**config.mk**
```make
export PLATFORM = sky130hd
export DESIGN_NAME = cfir_array
export DESIGN_NICKNAME = d
export VERILOG_FILES = /design/src/rtl/cfir_pkg.sv /design/src/rtl/cfir_gate.sv /design/src/rtl/cfir_pe.sv /design/src/rtl/cfir_array.sv
export SDC_FILE = /design/constraint.sdc
export NUM_CORES = 1
export LEC_CHECK = 0
export ABC_AREA = 1
export BUFFER_PORTS_ARGS = -buffer_cell sky130_fd_sc_hd__buf_4
export CAP_MARGIN = 5
export CORE_MARGIN = 3
export CORE_UTILIZATION = 65
export CTS_CLUSTER_SIZE = 40
export DETAILED_ROUTE_END_ITERATION = 10
export PLACE_DENSITY_LB_ADDON = 0.08
export RECOVER_POWER = 50
export SETUP_SLACK_MARGIN = 0.5
export SYNTH_ARGS = -nofsm -noshare
export SYNTH_HDL_FRONTEND = slang
export SYNTH_HIERARCHICAL = 1
export SYNTH_SLANG_ARGS = --single-unit
```
**constraint.sdc**
```tcl
create_clock -name clk -period 6 [get_ports clk]
set_clock_uncertainty 0.15 [all_clocks]
set_input_delay 0.6 -clock clk [delete_from_list [all_inputs] [get_ports clk]]
set_output_delay 0.6 -clock clk [all_outputs]
set_load 0.01 [all_outputs]
```
**src/rtl/cfir_pkg.sv**
```systemverilog
`timescale 1ns/1ps
package cfir_pkg;
    parameter int N_TAPS = 4;
    parameter int SMP_W  = 8;
    parameter int ACC_W  = 18;
    localparam int WIDE_W = ACC_W + 2;

    typedef logic signed [SMP_W-1:0]  smp_t;
    typedef logic signed [ACC_W-1:0]  acc_t;
    typedef logic signed [WIDE_W-1:0] wide_t;

    typedef struct packed {
        logic vld;
        smp_t val;
    } smp_tok_t;

    typedef struct packed {
        logic vld;
        acc_t val;
    } sum_tok_t;

    // multiply-accumulate in the result width
    function automatic acc_t mac(acc_t acc, smp_t x, smp_t w);
        return acc + acc_t'(x) * acc_t'(w);
    endfunction
endpackage

```
**src/rtl/cfir_gate.sv**
```systemverilog
`timescale 1ns/1ps
module cfir_gate import cfir_pkg::*; (
    input  logic     in_vld,
    input  smp_t     in_data,
    input  logic     load,
    input  logic     last_taken,
    output smp_tok_t tok
);
    // one idle slot is enforced after every accepted sample
    always_comb begin
        tok.vld = in_vld & ~load & ~last_taken;
        tok.val = tok.vld ? in_data : '0;
    end
endmodule

```
**src/rtl/cfir_pe.sv**
```systemverilog
`timescale 1ns/1ps
module cfir_pe import cfir_pkg::*; (
    input  logic     clk,
    input  logic     rst,
    input  smp_tok_t x_in,
    input  sum_tok_t y_in,
    input  logic     w_shift,
    input  smp_t     w_in,
    output smp_tok_t x_out,
    output sum_tok_t y_out,
    output smp_t     w_out
);
    smp_t     w_r;
    smp_tok_t x_r;
    sum_tok_t y_r;
    logic     meet;
    wide_t    wide_sum;

    assign meet     = x_in.vld & y_in.vld;
    assign wide_sum = wide_t'(y_in.val) + wide_t'(x_in.val) * wide_t'(w_r);

    // coefficients survive reset
    always_ff @(posedge clk) begin
        if (w_shift) w_r <= w_in;
    end

    always_ff @(posedge clk) begin
        if (rst) begin
            x_r <= '0;
            y_r <= '0;
        end else begin
            x_r     <= x_in;
            y_r.vld <= meet;
            y_r.val <= meet ? mac(y_in.val, x_in.val, w_r) : '0;
        end
    end

    assign x_out = x_r;
    assign y_out = y_r;
    assign w_out = w_r;

    AST_NO_OVERFLOW: assert property (@(posedge clk) disable iff (rst)
        meet |-> (wide_sum[WIDE_W-1:ACC_W-1] == '0 || wide_sum[WIDE_W-1:ACC_W-1] == '1))
        else $error("partial sum overflow");
endmodule

```
**src/rtl/cfir_array.sv**
```systemverilog
`timescale 1ns/1ps
module cfir_array import cfir_pkg::*; #(
    parameter int TAPS = N_TAPS
) (
    input  logic                    clk,
    input  logic                    rst,
    input  logic                    smp_vld,
    input  logic signed [SMP_W-1:0] smp_data,
    input  logic                    wld_en,
    input  logic signed [SMP_W-1:0] wld_data,
    output logic                    res_vld,
    output logic signed [ACC_W-1:0] res_data
);
    localparam int LAST = TAPS - 1;

    smp_tok_t entry_tok;
    smp_tok_t x_q [TAPS];
    sum_tok_t y_q [TAPS];
    smp_t     w_q [TAPS];

    cfir_gate u_gate (
        .in_vld     (smp_vld),
        .in_data    (smp_data),
        .load       (wld_en),
        .last_taken (x_q[0].vld),
        .tok        (entry_tok)
    );

    // element 0 sits at the sample entry and holds the newest-sample tap
    for (genvar k = 0; k < TAPS; k++) begin : g_pe
        smp_tok_t x_feed;
        sum_tok_t y_feed;
        smp_t     w_feed;

        if (k == 0) begin : g_head
            assign x_feed = entry_tok;
            assign w_feed = wld_data;
        end else begin : g_body
            assign x_feed = x_q[k-1];
            assign w_feed = w_q[k-1];
        end

        if (k == LAST) begin : g_tail
            // a zero sum is started whenever a sample reaches the tail
            assign y_feed = '{vld: x_feed.vld, val: '0};
        end else begin : g_mid
            assign y_feed = y_q[k+1];
        end

        cfir_pe u_pe (
            .clk     (clk),
            .rst     (rst),
            .x_in    (x_feed),
            .y_in    (y_feed),
            .w_shift (wld_en),
            .w_in    (w_feed),
            .x_out   (x_q[k]),
            .y_out   (y_q[k]),
            .w_out   (w_q[k])
        );
    end

    assign res_vld  = y_q[0].vld;
    assign res_data = y_q[0].val;

    AST_NO_BACK_TO_BACK: assert property (@(posedge clk) disable iff (rst)
        res_vld |=> !res_vld) else $error("results adjacent");

    AST_LOAD_BLOCKS_SAMPLE: assert property (@(posedge clk) disable iff (rst)
        wld_en |=> !x_q[0].vld) else $error("sample taken during load");

    AST_IDLE_ZERO: assert property (@(posedge clk) disable iff (rst)
        !res_vld |-> res_data == '0) else $error("idle data nonzero");

    for (genvar k = 0; k < LAST; k++) begin : g_chk
        AST_SPACING: assert property (@(posedge clk) disable iff (rst)
            res_vld |-> (x_q[k].vld == ((k % 2) == 0)))
            else $error("sample spacing broken");
    end
endmodule

```
==> flow_metrics.py <==
metrics = {
    "setup_path": {
        "r2r_start": "g_pe[3].u_pe/w_out[0]$_DFFE_PP_",
        "crit_fanout": 10,
        "r2r_cells": 15,
        "worstSetupPathType": "reg2reg",
        "r2r_setup_slack_ps": 840,
        "cp.arrival_ps": 5370,
        "crit_chain": "nand2_1, inv_1, fa_1, fa_1, fa_1, fa_1, ha_1, ha_1, a21oi_1, o21ai_0, nand2_1, nand3b_1, nand2_1, nand2_1, nor2_1",
        "crit_start": "g_pe[3].u_pe/w_out[0]$_DFFE_PP_",
        "cp-start-kind": "register",
        "cp_slowest_cell": "fa_1",
        "critical-path-max-stage-delay_ps": 600,
        "r2r_end": "g_pe[3].u_pe/y_out[13]$_SDFF_PP0_",
        "worstPathRequired_ps": 6210,
        "end_kind": "register",
    },
    "power": {
        "leakage_nw": 11.3,
        "peakVddDrop_v": 0.000161,
        "power_density_nw_per_um2": 167,
    },
    "clocking": {
        "cts_made_buffers": 17,
        "cts_tree": "done",
        "clk_pin_slew_worst_paths_ps": 70,
        "ctsHoldBuffers": 0,
        "cts.path.max_buffers": 2,
        "cts-root-buf": "clkbuf_16",
        "cts_max_level": 4,
        "cts_setup_buffers": 0,
        "cts.sinks": 135,
        "clk_latency_ps": 430,
    },
    "logic_synthesis": {
        "synth_area_um2": 18000,
        "syn_inst": 2202,
        "synth-warning-count": 6,
        "syn_area_per_cell_um2": 8.18,
    },
    "global_routing": {
        "grt_overflow_total": 0,
        "track_usage_pct": 27.9,
        "antenna_found_initial": 0,
        "grt_max_degree": 33,
        "grt_pass1_vias": 13800,
        "grt_first_pass_wirelength_mm": 65.6,
    },
    "route": {
        "routed_wirelength_mm": 38.0,
        "vias_per_cell": 5.02,
        "ant_nets": 0,
        "drc": 0,
        "drt_iter0_markers": 742,
        "firstDrtPassIters": 7,
        "vias": 13100,
        "routedWlPerCell_um": 14.6,
    },
    "finish": {
        "fin_cells": 2601,
        "fin_nets": 2724,
        "drive_above_1_share_pct": 5.20,
        "area_growth_pct": 6.42,
        "final_common_cell": "inv_1",
        "layout_common_cells": "618 x inv_1, 485 x nand2_1, 319 x fa_1",
        "diodes": 0,
    },
    "timing": {
        "setup-violations-final": 0,
        "fmax_mhz": 194,
        "slew_viol_final": 62,
        "slew_headroom_pct": -38.7,
        "worst_pin_slew_ps": 2080,
        "hold_viol": 0,
        "setup_tns_ps": 0,
        "fin_crit_sh_pct": 86.1,
        "layout_min_cycle_time_ps": 5160,
        "rsz0062_at_grt": "no",
    },
    "status": {
        "violations": "max-capacitance violations, max-slew violations",
        "status": "complete, but fails checks",
    },
    "die": {
        "fp.dieW_um": 172,
        "ios": 39,
        "die_h_um": 172,
        "initial_core_util_pct": 66.5,
        "fp-row-count": 60,
        "core_area_um2": 27100,
        "die-area_um2": 29700,
    },
    "placed_design": {
        "gp_congestion": 0.887,
        "dp_cells": 2569,
        "port_buffers": 38,
        "dp_hpwl_mm": 32.0,
    },
    "job": {
        "max-cap-violations": 2,
    },
    "worst_hold_path": {
        "min_from": "wld_data[0]",
        "min_to": "g_pe[0].u_pe/w_out[0]$_DFFE_PP_",
        "min_delay_path_depth": 1,
        "hp-class": "in2reg",
    },
}
## where the power goes
group	leakage (nW)	internal, mW	total (mW)	switching, mW
combinational	9.89	0.408	1.09	0.678
clock	0.307	0.623	1.11	0.490
sequential	1.14	0.952	1.00	0.0521
## how the worst max path moves through the flow
stage / endpoint / slack (ps)
2_1_floorplan: g_pe[0].u_pe/y_out[17]$_SDFF_PP0_ / 850
3_3_place_gp: g_pe[0].u_pe/y_out[17]$_SDFF_PP0_ / 300
3_5_place_dp: g_pe[0].u_pe/y_out[17]$_SDFF_PP0_ / 210
4_1_cts: g_pe[0].u_pe/y_out[17]$_SDFF_PP0_ / 560
5_1_grt: g_pe[0].u_pe/y_out[17]$_SDFF_PP0_ / 530
6_report: g_pe[3].u_pe/y_out[13]$_SDFF_PP0_ / 840
## metal layers
metal / global-route usage (%) / up-vias / wire length [um]
li1: - / 6350 / -
met1: 36.6 / 6307 / 16200
met2: 48.6 / 317 / 19100
met3: 3.93 / 85 / 1600
met5: 0 / - / 0
met4: 7.78 / 0 / 1020
## per-stage QoR
step,setup WS [ps],power (mW),util (%),hold slack (ps),instance area (um2)
floorplan,846,1.84,-,274,18100
global placement,302,2.07,68.5,356,18600
detailed placement,214,2.10,68.5,358,18600
CTS,555,3.22,70.8,172,19200
global route,527,3.44,70.7,192,19200
finish,837,3.20,70.7,208,19200
## worst max-delay path: cells and delay by family (launching register included)
family / cells / cell delay (ps)
AO/OA/AOI/OAI: 2 / 520
adder cells (fa/ha/maj): 6 / 2730
buffers and inverters: 1 / 500
flip-flops: 1 / 560
AND/OR/NAND/NOR: 6 / 620
## flip-flops by register name, indices dropped and copies added, names as in the netlist
signal	cells
g_pe.u_pe/x_out	27
g_pe.u_pe/y_out	76
g_pe.u_pe/w_out	32
## layout make-up
type | count | area, um2
timing repair buffer | 45 | 327
inverter | 624 | 2350
fill | 2206 | 7930
sequential | 135 | 3020
tap | 372 | 465
multi-input combinational | 1393 | 12400
clock buffer | 18 | 450
clock inverter | 14 | 169
## timing repair
action                                  CTS  global route
gates resized for setup                   0             7
endpoints found under the hold margin     0             0
endpoints found under the setup margin    0             9
Note: power is estimated with default switching activity, not from simulation.
